$ cat src/rtl/dscan_lcd_timer.sv
module dscan_lcd_timer #(
  parameter int HDW_W = 7,
  parameter int HNDP_W = 5,
  parameter int VL_W = 9,
  parameter int DW = 8
) (
  input  logic              clk,
  input  logic              rst_n,
  input  logic [HDW_W-1:0]  disp_width,
  input  logic [HNDP_W-1:0] blank_width,
  input  logic [VL_W-1:0]   frame_lines,
  input  logic              shift_gate,
  input  logic [DW-1:0]     pix_data,
  input  logic              pix_valid,
  output logic              pix_take,
  output logic              frame_pulse,
  output logic              line_pulse,
  output logic              shift_clk,
  output logic              mod_out,
  output logic [DW-1:0]     panel_data
);
  localparam int HW = ((HDW_W > HNDP_W) ? HDW_W : HNDP_W) + 6;
  localparam int LP_LEN = 9;
  localparam int FIRST_HI = 39;

  logic              run;
  logic              mod_q;
  logic              mq;
  logic [HW-1:0]     h;
  logic [VL_W-1:0]   v, vq;
  logic [HDW_W-1:0]  wq;
  logic [HNDP_W-1:0] nq;
  logic [DW-1:0]     dat;

  logic [HW-1:0] act_len, period, win_end;
  logic [2:0]    ph;
  logic          line_end, frame_end, in_win, slot, phase_hi;

  assign act_len   = (HW'(wq) + HW'(1)) << 4;
  assign period    = act_len + ((HW'(nq) + HW'(4)) << 4);
  assign win_end   = act_len + HW'(FIRST_HI - 1);
  assign line_end  = (h == period - HW'(1));
  assign frame_end = line_end && (v == vq);
  assign in_win    = (h >= HW'(FIRST_HI)) && (h <= win_end);
  assign slot      = (h >= HW'(FIRST_HI - 1)) && (h <= win_end - HW'(8)) && (h[2:0] == 3'd6);
  assign ph        = h[2:0] + 3'd1;
  assign phase_hi  = !ph[2];

  assign pix_take    = run && slot && pix_valid;
  assign line_pulse  = run && (h >= period - HW'(LP_LEN));
  assign frame_pulse = run && (((v == vq) && (h >= HW'(LP_LEN))) ||
                               ((v == '0) && (h < HW'(LP_LEN))));
  assign shift_clk   = run && phase_hi && (in_win || !mq);
  assign mod_out     = mod_q;
  assign panel_data  = dat;

  always_ff @(posedge clk or negedge rst_n) begin
    if (!rst_n) begin
      run   <= 1'b0;
      mod_q <= 1'b0;
      h     <= '0;
      v     <= '0;
      wq    <= '0;
      nq    <= '0;
      vq    <= '0;
      mq    <= 1'b0;
      dat   <= '0;
    end else if (!run) begin
      run <= 1'b1;
      wq  <= disp_width;
      nq  <= blank_width;
      vq  <= frame_lines;
      mq  <= shift_gate;
    end else begin
      if (slot)
        dat <= pix_valid ? pix_data : '0;
      else if (h == win_end)
        dat <= '0;
      if (h == '0 && v == '0)
        mod_q <= ~mod_q;
      if (line_end) begin
        h <= '0;
        v <= frame_end ? '0 : v + VL_W'(1);
      end else begin
        h <= h + HW'(1);
      end
      if (frame_end) begin
        wq <= disp_width;
        nq <= blank_width;
        vq <= frame_lines;
        mq <= shift_gate;
      end
    end
  end
endmodule

$ cat config.mk
export PLATFORM = sky130hd
export DESIGN_NAME = dscan_lcd_timer
export DESIGN_NICKNAME = d
export VERILOG_FILES = /design/src/rtl/dscan_lcd_timer.sv
export SDC_FILE = /design/constraint.sdc
export NUM_CORES = 1
export LEC_CHECK = 0
export BUFFER_PORTS_ARGS = -buffer_cell sky130_fd_sc_hd__buf_4
export CORE_AREA = 2 2 85 87
export DETAILED_ROUTE_END_ITERATION = 12
export DIE_AREA = 0 0 87 89
export GPL_ROUTABILITY_DRIVEN = 0
export PLACE_DENSITY = 0.84
export SETUP_SLACK_MARGIN = 0.4
export SLEW_MARGIN = 30
export SYNTH_ARGS = -nofsm -noshare
export SYNTH_HDL_FRONTEND = slang
export SYNTH_SLANG_ARGS = --single-unit
$ cat constraint.sdc
create_clock -name clk -period 14.25 [get_ports clk]
set_input_delay 0.7125 -clock clk [delete_from_list [all_inputs] [get_ports clk]]
set_output_delay 0.7125 -clock clk [all_outputs]
set_load 0.02 [all_outputs]
==> flow_summary.json, run 1 <==
{
  "run_status": "finished clean",
  "rsz_0062_raised_after_global_routing": "no",
  "final_antenna_net_count": 0,
  "timing.critical_path.required_ns": 13.54,
  "max-cap-violations": 0,
  "cp.buffers_inverters": 1,
  "worst_r2r_path_depth": 16,
  "postLayoutCoreUtil_pct": 70.04,
  "cts_max_level": 2,
  "overall_overflow_remaining_after_global_route": 0,
  "cts-hold-fix-buffers": 0,
  "grt_max_degree": 55,
  "finalSetupViolCount": 0,
  "post_drt_via_cell_ratio": 6.195,
  "syn_to_final_growth_pct": 10.29,
  "initial_core_util_pct": 63.50,
  "power_per_cell_area_mw_per_mm2": 106.3,
  "detailedPlacementHpwl_um": 7421,
  "detailroute.via_count": 3500,
  "first_global_vias": 3461,
  "cts-root-to-sink-buffers": 2,
  "finalCritPeriodShare_pct": 41.70,
  "setup_total_negative_slack_ns": 0,
  "timing.setup.critical_path_class": "reg -> out",
  "peakVddDrop_mv": 0.08558,
  "cts.repair.resized": 0,
  "worst_slew_pin_tran_ns": 0.8133,
  "finalNetCount": 562,
  "antenna_cells_inserted": 0,
  "synth_top_flop_cell": "sky130_fd_sc_hd__dfrtp_1",
  "yosysUniqueCellTypes": 73,
  "cts.clk_slew.worst_paths_ns": 0.10,
  "cts_tree": "built",
  "io_buffers": 45,
  "wl_per_cell_um": 17.09,
  "endpoint_kind": "output port",
  "worst_path_dominant_cell_family": "simple AND/OR/NAND/NOR gates",
  "drt_first_pass_iters": 4,
  "crit_path_cell_trace": "ha_1 > xor2_1 > ha_1 > nand2_1 > nor4_2 > nor3_1 > xor2_1 > nand3_1 > xor2_1 > ha_1 > nand4_1 > or4_1 > a221oi_1 > and3_1 > buf_4",
  "design.die.area_mm2": 0.007743,
  "finalMaxSlewViolations": 0,
  "startpoint_type": "register",
  "crit_path_max_fanout": 12,
  "clock_buffers_created_by_tritoncts": 5,
  "final_layout_size_suffix_gt1_share_pct": 17.53,
  "holdCritPathClass": "in -> async",
  "slew_headroom_pct": 45.33,
  "die_width_um": 87,
  "maxClockFrequency_mhz": 168.3,
  "power.total_mw": 0.5004,
  "finalHoldWorstSlack_ns": 0.4106,
  "r2r-end": "v[5]",
  "synth_seq_cells": 54,
  "postCtsSetupRepairBufs": 0,
  "drc": 0,
  "most-common-layout-cells": "54 x sky130_fd_sc_hd__dfrtp_1, 45 x sky130_fd_sc_hd__buf_4, 43 x sky130_fd_sc_hd__ha_1",
  "numClockSinks": 54,
  "synth_edf_count": 0,
  "synthesis.area_per_instance_um2": 9.502,
  "detailed_route_wl_um": 9658,
  "most_common_cell_after_layout_fill_and_taps_aside": "sky130_fd_sc_hd__dfrtp_1",
  "layout_setup_ws_ns": 8.308,
  "worst_case_register_to_register_setup_slack_ns": 8.51,
  "global_route_wire_length_before_repair_um": 16370,
  "fp.coreArea_mm2": 0.006719,
  "global_route_usage_sum_pct": 26.65,
  "worst_r2r_startpoint": "wq[0]",
  "hold_violations": 0,
  "timing.critical_path.slowest_cell_delay_ns": 0.55,
  "timing.critical_path.slowest_stage_cell": "sky130_fd_sc_hd__dfrtp_1",
  "syn-instance-count": 449,
  "pre_cts_slack_ns": 8.378,
  "warnings_from_yosys": 0,
  "cts_root_buffer": "sky130_fd_sc_hd__clkbuf_8",
  "layout.filler_cells": 527,
  "io_pins": 46,
  "floorplan.rows": 30,
  "crit_arrival_ns": 5.23,
  "initialDrtViolationCount": 279,
  "post_synthesis_instance_area_mm2": 0.004267,
  "synth_async_sr_flop_share_pct": 100.0,
  "power.static_leakage_nw": 2.161,
  "number_of_antenna_violations_at_the_first_check_in_global_routing": 0,
  "fin_worst_skew_ns": 0.01409,
  "synth_sequential_area_ratio_pct": 31.67,
  "worstSkewPairLatency_ns": 0.31,
  "final.min_clock_period_ns": 5.942,
  "dieHeight_um": 89
}
-- power by group --
part,internal [mW],leakage [nW],switching (mW)
clock network,0.0338,0.0373,0.0484
registers,0.171,0.692,0.0356
logic,0.0975,1.43,0.114
-- cells by family (layout without fill, tap and decap cells) --
family                   after synthesis  in the layout  synth area share [%]
multiplexers                          18             18                 4.692
XOR/XNOR                              49             49                 11.03
other                                  1              2               0.08789
buffers and inverters                 36             71                 3.636
adder cells (fa/ha/maj)               44             44                 13.08
AND/OR/NAND/NOR                      152            152                 19.82
flip-flops                            54             54                 31.67
AO/OA/AOI/OAI                         95             95                 15.98
-- cell type report --
class	instances	area, um2	share of cell area (%)
clock inverter	1	7.507	0.1595
clock buffer	6	72.57	1.542
timing repair buffer	45	337.8	7.179
multi-input combinational	360	2765	58.76
inverter	19	71.32	1.516
tap	80	100.1	2.127
sequential	54	1351	28.72
-- Yosys cell counts, types with 4 or more instances --
cell type                  count  area share [%]
sky130_fd_sc_hd__nor4_1        4            0.59
sky130_fd_sc_hd__nand4_1       9             1.3
sky130_fd_sc_hd__a22o_1        9             1.8
sky130_fd_sc_hd__nand3_1      19             2.2
sky130_fd_sc_hd__xnor2_1      29             6.0
sky130_fd_sc_hd__nand2_1      35             3.1
sky130_fd_sc_hd__or4_1         5            0.88
sky130_fd_sc_hd__o31ai_1       4            0.70
sky130_fd_sc_hd__clkbuf_1      9            0.79
sky130_fd_sc_hd__nor3_1        4            0.47
sky130_fd_sc_hd__and2_1        5            0.73
sky130_fd_sc_hd__ha_1         43              13
sky130_fd_sc_hd__buf_2         4            0.47
sky130_fd_sc_hd__xor2_1       17             3.5
sky130_fd_sc_hd__and3_1        8             1.2
sky130_fd_sc_hd__inv_1        18             1.6
sky130_fd_sc_hd__mux2_2       16             4.2
sky130_fd_sc_hd__a21o_1        5            0.88
sky130_fd_sc_hd__o21a_1        5            0.88
sky130_fd_sc_hd__nand2b_1      7             1.0
sky130_fd_sc_hd__dfrtp_1      54              32
sky130_fd_sc_hd__o21ai_0      28             3.3
sky130_fd_sc_hd__nor2_1       24             2.1
sky130_fd_sc_hd__nor2b_1       7             1.0
sky130_fd_sc_hd__a21oi_1      15             1.8
-- routing by layer --
metal  vias to the layer above  GRT usage (%)  routed length (um)
met2                       100          44.07                4688
li1                       1687              -                   -
met1                      1697          36.29                4219
met3                        16          4.709                 612
met5                         -              0                   0
met4                         0          7.244                 137
-- stage by stage --
stage / instances / cell area (um2)
floorplan: 450 / 4270
global placement: 558 / 4624
detailed placement: 558 / 4624
CTS: 565 / 4705
global route: 565 / 4706
finish: 565 / 4706
-- state kept, by name, summed over array words and instances, names as in the netlist --
register	cells
mq	1
v	9
nq	5
run	1
vq	9
mod_out	1
panel_data	8
h	13
wq	7
-- worst max path at each step --
stage | cells past startpoint | to | from
6_report | 15 | pix_take | wq[0]
5_1_grt | 17 | line_pulse | wq[0]
4_1_cts | 17 | line_pulse | wq[0]
3_5_place_dp | 15 | vq[6] | wq[0]
3_3_place_gp | 15 | nq[3] | wq[0]
2_1_floorplan | 17 | line_pulse | wq[1]
(Power assumes the default switching activity.)
==> run 2, diff against run 1 <==
CORE_AREA = 2 2 92 94   (was 2 2 85 87)
DIE_AREA = 0 0 94 96   (was 0 0 87 89)
PLACE_DENSITY = 0.76   (was 0.84)
clock period = 5.1 ns   (was 14.25 ns; I/O delays follow)
==> flow_summary.json, run 2 (same netlist as run 1, synthesis figures left out) <==
{
  "run_status": "finished with violations",
  "violated_checks": "hold timing",
  "cts_tree": "built",
  "finalHoldWorstSlack_ns": -0.03182,
  "final_antenna_net_count": 0,
  "timing.critical_path.required_ns": 4.85,
  "floorplan.rows": 33,
  "dpl_cell_area_mm2": 0.004698,
  "holdCritPathClass": "in -> async",
  "cts-root-to-sink-buffers": 2,
  "antenna_cells_inserted": 0,
  "fin_worst_skew_ns": 0.009267,
  "cts.clk_slew.worst_paths_ns": 0.09,
  "cts_root_buffer": "sky130_fd_sc_hd__clkbuf_8",
  "first_global_vias": 3414,
  "finalMaxSlewViolations": 0,
  "design.die.area_mm2": 0.009024,
  "io_pins": 46,
  "most-common-layout-cells": "55 x sky130_fd_sc_hd__buf_4, 51 x sky130_fd_sc_hd__dfrtp_1, 39 x sky130_fd_sc_hd__ha_1",
  "wl_per_cell_um": 16.44,
  "dieHeight_um": 96,
  "overall_overflow_remaining_after_global_route": 0,
  "initial_core_util_pct": 52.99,
  "finalSetupViolCount": 0,
  "power_per_cell_area_mw_per_mm2": 292.9,
  "die_width_um": 94,
  "worstSkewPairLatency_ns": 0.31,
  "largest_register_ff_count": 13,
  "fp.coreArea_mm2": 0.008051,
  "global_route_wire_length_before_repair_um": 16080,
  "global_route_usage_sum_pct": 22.45,
  "numClockSinks": 54,
  "drc": 0,
  "power.static_leakage_nw": 2.262,
  "drt_first_pass_iters": 4,
  "final.min_clock_period_ns": 4.541,
  "slew_headroom_pct": 49.23,
  "max-cap-violations": 0,
  "maxClockFrequency_mhz": 220.2,
  "finalCritPeriodShare_pct": 89.03,
  "crit_path_max_fanout": 10,
  "power.total_mw": 1.469,
  "hold_violations": 32,
  "grt_max_degree": 55,
  "setup_total_negative_slack_ns": 0,
  "io_buffers": 45,
  "startpoint_type": "register",
  "detailed_route_wl_um": 9912,
  "detailroute.via_count": 3481,
  "layout_setup_ws_ns": 0.5593,
  "finalNetCount": 574,
  "stdcell_area_mm2": 0.005016,
  "number_of_antenna_violations_at_the_first_check_in_global_routing": 0,
  "postLayoutCoreUtil_pct": 62.30,
  "post_drt_via_cell_ratio": 5.773,
  "endpoint_kind": "output port",
  "registers.top_by_ff_count": "h",
  "worst_slew_pin_tran_ns": 0.7553,
  "final_layout_size_suffix_gt1_share_pct": 23.49,
  "crit_arrival_ns": 4.29,
  "pre_cts_slack_ns": 0.2343,
  "peakVddDrop_mv": 0.1578,
  "clock_buffers_created_by_tritoncts": 5,
  "timing.setup.critical_path_class": "reg -> out",
  "initialDrtViolationCount": 182,
  "cts_max_level": 2,
  "reg_top3": "h x13, v x9, vq x9",
  "most_common_cell_after_layout_fill_and_taps_aside": "sky130_fd_sc_hd__buf_4",
  "syn_to_final_growth_pct": 17.57,
  "rsz_0062_raised_after_global_routing": "no",
  "detailedPlacementHpwl_um": 7482
}
==> run 2: cell type report <==
type,count,area [um2]
fillers,658,3035
multi-input cells,360,2918
flip-flops and latches,54,1355
repair buffers,57,445.4
well taps,105,131.4
clock buffers,7,86.33
inverters,19,71.32
clock inverters,1,8.758
==> run 2: worst paths after layout <==
check	startpoint	to	slack [ns]	depth (start not counted)
min reg2reg	mod_out	mod_out	0.48	1
max	wq[0]	pix_take	0.56	16
max reg2reg	wq[0]	v[7]	0.77	16
min in group clk	blank_width[1]	nq[1]	0.14	3
max in group asynchronous	rst_n	wq[0]	4.65	1
min	rst_n	nq[2]	-0.03	1
==> run 2: worst max-delay path: stages (launching register included) <==
cell and delay, ns:
sky130_fd_sc_hd__dfrtp_2 0.49, sky130_fd_sc_hd__ha_4 0.24, sky130_fd_sc_hd__xor2_4 0.22, sky130_fd_sc_hd__ha_2 0.24
sky130_fd_sc_hd__nand2_2 0.10, sky130_fd_sc_hd__nor4_4 0.24, sky130_fd_sc_hd__nor3_2 0.10, sky130_fd_sc_hd__xor2_1 0.17
sky130_fd_sc_hd__buf_4 0.17, sky130_fd_sc_hd__nor3b_2 0.15, sky130_fd_sc_hd__xor2_1 0.15, sky130_fd_sc_hd__ha_1 0.30
sky130_fd_sc_hd__nand4_1 0.12, sky130_fd_sc_hd__or4_1 0.57, sky130_fd_sc_hd__a221oi_4 0.33, sky130_fd_sc_hd__and3_1 0.23
sky130_fd_sc_hd__buf_4 0.15
==> run 2: per-layer routing <==
layer  track usage [%]  share of wire [%]
met1             30.27                 46
met2             37.86                 48
met3             3.211                4.4
met4             6.401                1.2
met5                 0                  0
==> run 2: through the flow <==
step                      cells  hold slack (ns)
after floorplan             450         -0.04059
after global placement      587           0.3358
after detailed placement    587           0.3427
after CTS                   597         0.003349
after global routing        603          0.02770
final                       603         -0.03182
==> run 2: power breakdown <==
group,total (mW),switching [mW],internal (mW)
Clock,0.253,0.141,0.113
Combinational,0.632,0.330,0.302
Sequential,0.584,0.105,0.479
==> run 2: timing repair <==
action                                  in CTS  in global routing
resized for setup                            7                 24
setup buffers                                2                  6
endpoints found under the setup margin      32                 43
hold buffers                                 0                  0
pin swaps                                    0                  3
hold endpoints to repair                     0                  0
